$ cat src/rtl/carry_shadow_pkg.sv
package carry_shadow_pkg;

   // width of one per-instruction carry tag
   localparam int unsigned CS_TAG_W = 2;

   // bit positions inside a tag
   localparam int unsigned CS_USE_BIT  = 0;
   localparam int unsigned CS_MAKE_BIT = 1;

   typedef enum logic [CS_TAG_W-1:0] {
      CT_NONE = 2'b00,
      CT_USE  = 2'b01,
      CT_MAKE = 2'b10,
      CT_BOTH = 2'b11
   } carry_tag_e;

   function automatic logic tag_reads_carry(input logic [CS_TAG_W-1:0] t);
      return t[CS_USE_BIT];
   endfunction

endpackage

$ cat src/rtl/cs_field_shifter.sv
module cs_field_shifter
   import carry_shadow_pkg::*;
#(
   parameter int unsigned IMM_W = 16
) (
   input  logic                clk,
   input  logic                rst_n,
   input  logic                flush_i,
   input  logic                load_i,
   input  logic [IMM_W-1:0]    imm_i,
   input  logic                step_i,
   output logic [CS_TAG_W-1:0] field_o,
   output logic                active_o
);

   localparam int unsigned SLOTS = IMM_W / CS_TAG_W;
   localparam int unsigned CNT_W = $clog2(SLOTS + 1);
   localparam logic [CNT_W-1:0] SLOTS_C = CNT_W'(SLOTS);

   if ((IMM_W % CS_TAG_W) != 0 || IMM_W < CS_TAG_W) begin : g_bad_imm_w
      $error("cs_field_shifter: IMM_W must be a nonzero multiple of the tag width");
   end

   logic [IMM_W-1:0] sr_q;
   logic [CNT_W-1:0] left_q;

   always_ff @(posedge clk or negedge rst_n) begin
      if (!rst_n) begin
         sr_q   <= '0;
         left_q <= '0;
      end else if (flush_i) begin
         sr_q   <= '0;
         left_q <= '0;
      end else if (load_i) begin
         sr_q   <= imm_i;
         left_q <= SLOTS_C;
      end else if (step_i && left_q != '0) begin
         sr_q   <= sr_q >> CS_TAG_W;
         left_q <= left_q - 1'b1;
      end
   end

   assign active_o = (left_q != '0) && (sr_q != '0);
   assign field_o  = active_o ? sr_q[CS_TAG_W-1:0] : '0;

   // a modifier fills the register and restarts the count
   p_load_fill_r2: assert property (@(posedge clk) disable iff (!rst_n)
      (load_i && !flush_i) |=> (sr_q == $past(imm_i) && left_q == SLOTS_C));

   // no decode, no modifier, no flush -> shadow frozen
   p_idle_hold_r5: assert property (@(posedge clk) disable iff (!rst_n)
      (!step_i && !load_i && !flush_i) |=> ($stable(sr_q) && $stable(left_q)));

   // never more than SLOTS fields outstanding
   p_count_bound_r4: assert property (@(posedge clk) disable iff (!rst_n)
      left_q <= SLOTS_C);

   // a step consumes exactly one field
   p_one_field_r4: assert property (@(posedge clk) disable iff (!rst_n)
      (step_i && !load_i && !flush_i && left_q != '0)
      |=> (left_q == $past(left_q) - 1'b1));

   // flush empties the shadow
   p_flush_empty_r8: assert property (@(posedge clk) disable iff (!rst_n)
      flush_i |=> (left_q == '0 && !active_o));

endmodule

$ cat src/rtl/cs_carry_link.sv
module cs_carry_link #(
   parameter int unsigned CARRY_W = 64,
   parameter bit          BYPASS  = 1'b1
) (
   input  logic               clk,
   input  logic               rst_n,
   input  logic               flush_i,
   input  logic               res_valid_i,
   input  logic [CARRY_W-1:0] res_data_i,
   output logic [CARRY_W-1:0] link_o
);

   if (CARRY_W < 1) begin : g_bad_carry_w
      $error("cs_carry_link: CARRY_W must be at least 1");
   end

   logic [CARRY_W-1:0] carry_q;

   always_ff @(posedge clk or negedge rst_n) begin
      if (!rst_n)           carry_q <= '0;
      else if (flush_i)     carry_q <= '0;
      else if (res_valid_i) carry_q <= res_data_i;
   end

   if (BYPASS) begin : g_fwd
      assign link_o = res_valid_i ? res_data_i : carry_q;
   end else begin : g_reg
      assign link_o = carry_q;
   end

   // held carry changes only on a valid result or a flush
   p_carry_hold_r9: assert property (@(posedge clk) disable iff (!rst_n)
      (!res_valid_i && !flush_i) |=> $stable(carry_q));

   // full-width capture of a valid result
   p_carry_take_r9: assert property (@(posedge clk) disable iff (!rst_n)
      (res_valid_i && !flush_i) |=> (carry_q == $past(res_data_i)));

   // flush zeroes the held carry
   p_carry_flush_r8: assert property (@(posedge clk) disable iff (!rst_n)
      flush_i |=> (carry_q == '0));

endmodule

$ cat src/rtl/cs_tag_issue.sv
module cs_tag_issue
   import carry_shadow_pkg::*;
#(
   parameter int unsigned CARRY_W = 64
) (
   input  logic                slot_valid_i,
   input  logic [CS_TAG_W-1:0] field_i,
   input  logic [CARRY_W-1:0]  link_i,
   output logic [CS_TAG_W-1:0] tag_o,
   output logic [CARRY_W-1:0]  cin_o
);

   always_comb begin
      tag_o = slot_valid_i ? field_i : CT_NONE;
      cin_o = tag_reads_carry(tag_o) ? link_i : '0;
   end

endmodule

$ cat src/rtl/carry_shadow_seq.sv
module carry_shadow_seq
   import carry_shadow_pkg::*;
#(
   parameter int unsigned IMM_W   = 16,
   parameter int unsigned CARRY_W = 64,
   parameter bit          BYPASS  = 1'b1
) (
   input  logic                clk,
   input  logic                rst_n,
   input  logic                flush_i,
   input  logic                dec_valid_i,
   input  logic                mod_valid_i,
   input  logic [IMM_W-1:0]    mod_imm_i,
   input  logic                cout_valid_i,
   input  logic [CARRY_W-1:0]  cout_data_i,
   output logic [CS_TAG_W-1:0] tag_o,
   output logic [CARRY_W-1:0]  cin_o
);

   logic                slot_valid;
   logic                load;
   logic [CS_TAG_W-1:0] field;
   logic                active;
   logic [CARRY_W-1:0]  link;

   // an ordinary instruction that may take a tag this cycle
   assign slot_valid = dec_valid_i && !mod_valid_i && !flush_i;
   assign load       = mod_valid_i && !flush_i;

   cs_field_shifter #(.IMM_W(IMM_W)) u_shift (
      .clk      (clk),
      .rst_n    (rst_n),
      .flush_i  (flush_i),
      .load_i   (load),
      .imm_i    (mod_imm_i),
      .step_i   (slot_valid),
      .field_o  (field),
      .active_o (active)
   );

   cs_carry_link #(.CARRY_W(CARRY_W), .BYPASS(BYPASS)) u_link (
      .clk         (clk),
      .rst_n       (rst_n),
      .flush_i     (flush_i),
      .res_valid_i (cout_valid_i),
      .res_data_i  (cout_data_i),
      .link_o      (link)
   );

   cs_tag_issue #(.CARRY_W(CARRY_W)) u_issue (
      .slot_valid_i (slot_valid),
      .field_i      (field),
      .link_i       (link),
      .tag_o        (tag_o),
      .cin_o        (cin_o)
   );

   // the modifier itself is never tagged
   p_mod_untagged_r2: assert property (@(posedge clk) disable iff (!rst_n)
      mod_valid_i |-> (tag_o == CT_NONE));

   // a flushed slot is never tagged
   p_flush_untagged_r8: assert property (@(posedge clk) disable iff (!rst_n)
      flush_i |-> (tag_o == CT_NONE && cin_o == '0));

   // no carry operand without the consume bit
   p_cin_gate_r3: assert property (@(posedge clk) disable iff (!rst_n)
      !tag_o[CS_USE_BIT] |-> (cin_o == '0));

   // an idle shadow gives no tag
   p_idle_tag_r6: assert property (@(posedge clk) disable iff (!rst_n)
      !active |-> (tag_o == CT_NONE));

   if (BYPASS) begin : g_fwd_chk
      // a same-cycle result reaches the consumer
      p_bypass_r10: assert property (@(posedge clk) disable iff (!rst_n)
         (cout_valid_i && tag_o[CS_USE_BIT]) |-> (cin_o == cout_data_i));
   end

endmodule

$ cat config.mk
export PLATFORM = sky130hd
export DESIGN_NAME = carry_shadow_seq
export DESIGN_NICKNAME = d
export VERILOG_FILES = /design/src/rtl/carry_shadow_pkg.sv /design/src/rtl/cs_field_shifter.sv /design/src/rtl/cs_carry_link.sv /design/src/rtl/cs_tag_issue.sv /design/src/rtl/carry_shadow_seq.sv
export SDC_FILE = /design/constraint.sdc
export NUM_CORES = 1
export LEC_CHECK = 0
export ABC_AREA = 1
export BUFFER_PORTS_ARGS = -buffer_cell sky130_fd_sc_hd__buf_2
export CORE_AREA = 2 2 93 104
export DETAILED_ROUTE_END_ITERATION = 10
export DIE_AREA = 0 0 95 106
export GPL_TIMING_DRIVEN = 1
export PLACE_DENSITY = 0.73
export SLEW_MARGIN = 10
export SYNTH_ARGS = -nofsm -noshare
export SYNTH_HDL_FRONTEND = slang
export SYNTH_SLANG_ARGS = --single-unit
$ cat constraint.sdc
create_clock -name clk -period 2.5 [get_ports clk]
set_clock_uncertainty 0.2 [all_clocks]
set_input_delay 0.625 -clock clk [delete_from_list [all_inputs] [get_ports clk]]
set_output_delay 0.625 -clock clk [all_outputs]
set_load 0.1 [all_outputs]
==> impl_metrics.toml <==
[yosys]
synth-simple-area-share_pct = 18.5
synth_top_family_by_area = "simple AND/OR/NAND/NOR gates"
synthMuxAreaShare_pct = 16.2
ys_seq_area_share_pct = 53.2
yosysTopAreaCellShare_pct = 53.2
synth_compound_area_share_pct = 4.05
synth.distinct_cells = 18
postSynthCellCount = 417
synthAdderAreaFrac_pct = 0.633
synth_edf_count = 0
synth-seq-cells = 84
syn_area_per_cell_um2 = 9.48
syn_area_mm2 = 0.00395
yosysWarnings = 0
synth_area_leader_cell = "dfrtp_1"
synth_top_flop_cell = "dfrtp_1"
synth_most_common_cell = "nor2_1"
synthXorXnorAreaFrac_pct = 0
yosys-top-cells-area = "dfrtp_1, mux2i_1, nor2_1"
synth_common_cells = "nor2_1, dfrtp_1, mux2i_1"
synth_nets = 505
async_flop_share_pct = 100

[drt]
drt_iter0_markers = 226
routed_wl_um = 11500
vias = 3526
via_per_inst = 4.95
drtPass1Iterations = 4
ant_nets = 0
wl_per_cell_um = 16.2
drc = 0

[global_route]
grt_pass1_wl_um = 18600
grt_usage_pct = 23.7
grt.overflow.total = 0
grt_pass1_vias = 3756
antenna_found_initial = 0
grt_max_degree = 67

[finish]
n_antenna_cell = 0
n_fill_cell = 584
layout-drive-gt1-share_pct = 47.5
multi_input_area_mm2 = 0.00208
area_growth_pct = 76.2
layout.cells.non_filler = 713
fin_nets = 679
regArea_mm2 = 0.00210

[place]
portBuffers = 151
dp.cells = 679
gp_congestion = 0.851
dp_hpwl_um = 7810
post-place-ws_ns = -0.0903

[sta]
worst_slack_ns = -0.169
max_slew_margin_pct = 53.5
fin_setup_tns_ns = -5.39
maxSlewViolCount = 0
fin_crit_ns = 2.67
hold-worst-slack_ns = 0.0731
fmax_ghz = 0.375
setup_viol = 65
rsz0062_at_grt = "true"
finalHoldViolations = 0
period_share_pct = 107
tightest_slew_ns = 0.697

[clock_tree]
cts_max_level = 3
cts_tree = "done"
numCtsBuffers = 9
root_buffer = "clkbuf_8"
ctsHoldBuffers = 0
clk_pin_slew_ns = 0.09
cts_sinks = 84
clock_latency_ns = 0.34
clk_path_buf_depth = 2

[critical_path]
ff2ff_path_depth = 9
path_cells = "inv_2, ha_4, nand3_4, nand3_4, buf_12, buf_12, buf_16, nor2_4, buf_12"
ff2ff_setup_slack_ns = 0.69
crit_path_start_kind = "register"
path_class = "reg2out"
slowest_stage = "dfrtp_1"
crit_fanout = 5
r2r-end = "u_shift.sr_q[5]"
cp-startpoint = "u_shift.left_q[1]"
cp.arrival_ns = 1.84
cp.required_ns = 1.67
critPathCaptureType = "output port"
cpPeakStageDelay_ns = 0.38
cp_common_cell = "buf_12"
timing.rr.start = "u_shift.left_q[1]"

[status]
violations = "setup timing"
outcome = "finished, violations left"

[min_path]
min_path_type = "in2async"

[run]
maxCapViolCount = 0

[power_and_ir_drop]
p_leak_nw = 3.23
ir_worst_vdd_mv = 0.352
powerDensity_mw_per_mm2 = 446
p_total_mw = 3.11

[floorplan]
die_x_um = 95
core_region_area_mm2 = 0.00912
die_area_mm2 = 0.0101
pin_count = 152
rows = 37
start_util_pct = 43.3
die_h_um = 106
[routing by layer]
metal | vias up | track usage [%] | part of all wire (%)
met3 | 20 | 4.89 | 6.6
li1 | 1678 | - | -
met1 | 1694 | 29.3 | 38
met4 | 0 | 6.31 | 2.1
met5 | - | 0 | 0
met2 | 134 | 41.8 | 54
[flip-flops by register name, indices dropped and copies added (netlist names)]
register,cells
u_link.carry_q,64
u_shift.sr_q,16
u_shift.left_q,4
[how the worst max path moves through the flow]
| stage | end | slack (ns) | depth (start not counted) |
|---|---|---|---|
| finish | cin_o[21] | -0.17 | 9 |
| global route | cin_o[21] | -0.23 | 9 |
| CTS | cin_o[20] | -0.16 | 9 |
| detailed placement | tag_o[0] | -0.09 | 8 |
| global placement | tag_o[0] | -0.06 | 8 |
| floorplan | cin_o[10] | -0.28 | 6 |
[where the power goes]
group,switching [mW],internal [mW],leakage (nW)
sequential,0.0292,1.44,1.12
clock,0.466,0.590,0.107
combinational,0.352,0.230,2.01
[worst max-delay path, delay by kind of cell (launching register included)]
family	cells	cell delay, ns
simple gates	3	0.28
buf+inv	5	0.66
fa+ha+maj	1	0.16
flops	1	0.38
[cell families (layout without fill, tap and decap cells)]
kind of cell,count (synthesis),count (layout)
multiplexers,64,64
AO/OA/AOI/OAI,32,32
buffers and inverters,52,231
adder cells (fa/ha/maj),2,2
flip-flops,84,84
AND/OR/NAND/NOR,183,183
[cells in the final DEF (no fill, tap or decap), drive strengths merged]
| cell type | synthesis | routed |
|---|---|---|
| ha | 2 | 2 |
| nand3 | 9 | 9 |
| inv | 26 | 25 |
| clkbuf | 0 | 13 |
| nor2 | 132 | 132 |
| buf | 26 | 188 |
| nand2 | 41 | 41 |
| bufinv | 0 | 2 |
| clkinv | 0 | 1 |
| mux2i | 64 | 64 |
| o21ai | 32 | 32 |
| nand4 | 1 | 1 |
| clkinvlp | 0 | 2 |
| dfrtp | 84 | 84 |
[stage by stage]
stage / utilization [%] / area (um2)
floorplan: - / 4460
global placement: 69.6 / 6350
detailed placement: 69.6 / 6350
CTS: 76.1 / 6940
global route: 76.4 / 6960
finish: 76.4 / 6960
[cell type report]
class                           instances  share of cell area (%)
Clock buffer                           12                    2.08
Clock inverter                          4                    1.04
Inverter                               26                    1.63
Multi-Input combinational cell        281                    29.9
Sequential cell                        84                    30.2
Tap cell                              117                    2.10
Timing Repair Buffer                  189                    33.0
[timing repair]
item,4_1_cts,5_1_grt
pin swaps,22,5
buffers inserted,14,1
setup endpoints to repair,65,65
resized for setup,33,0
gates cloned,5,1
(Power assumes the default switching activity.)
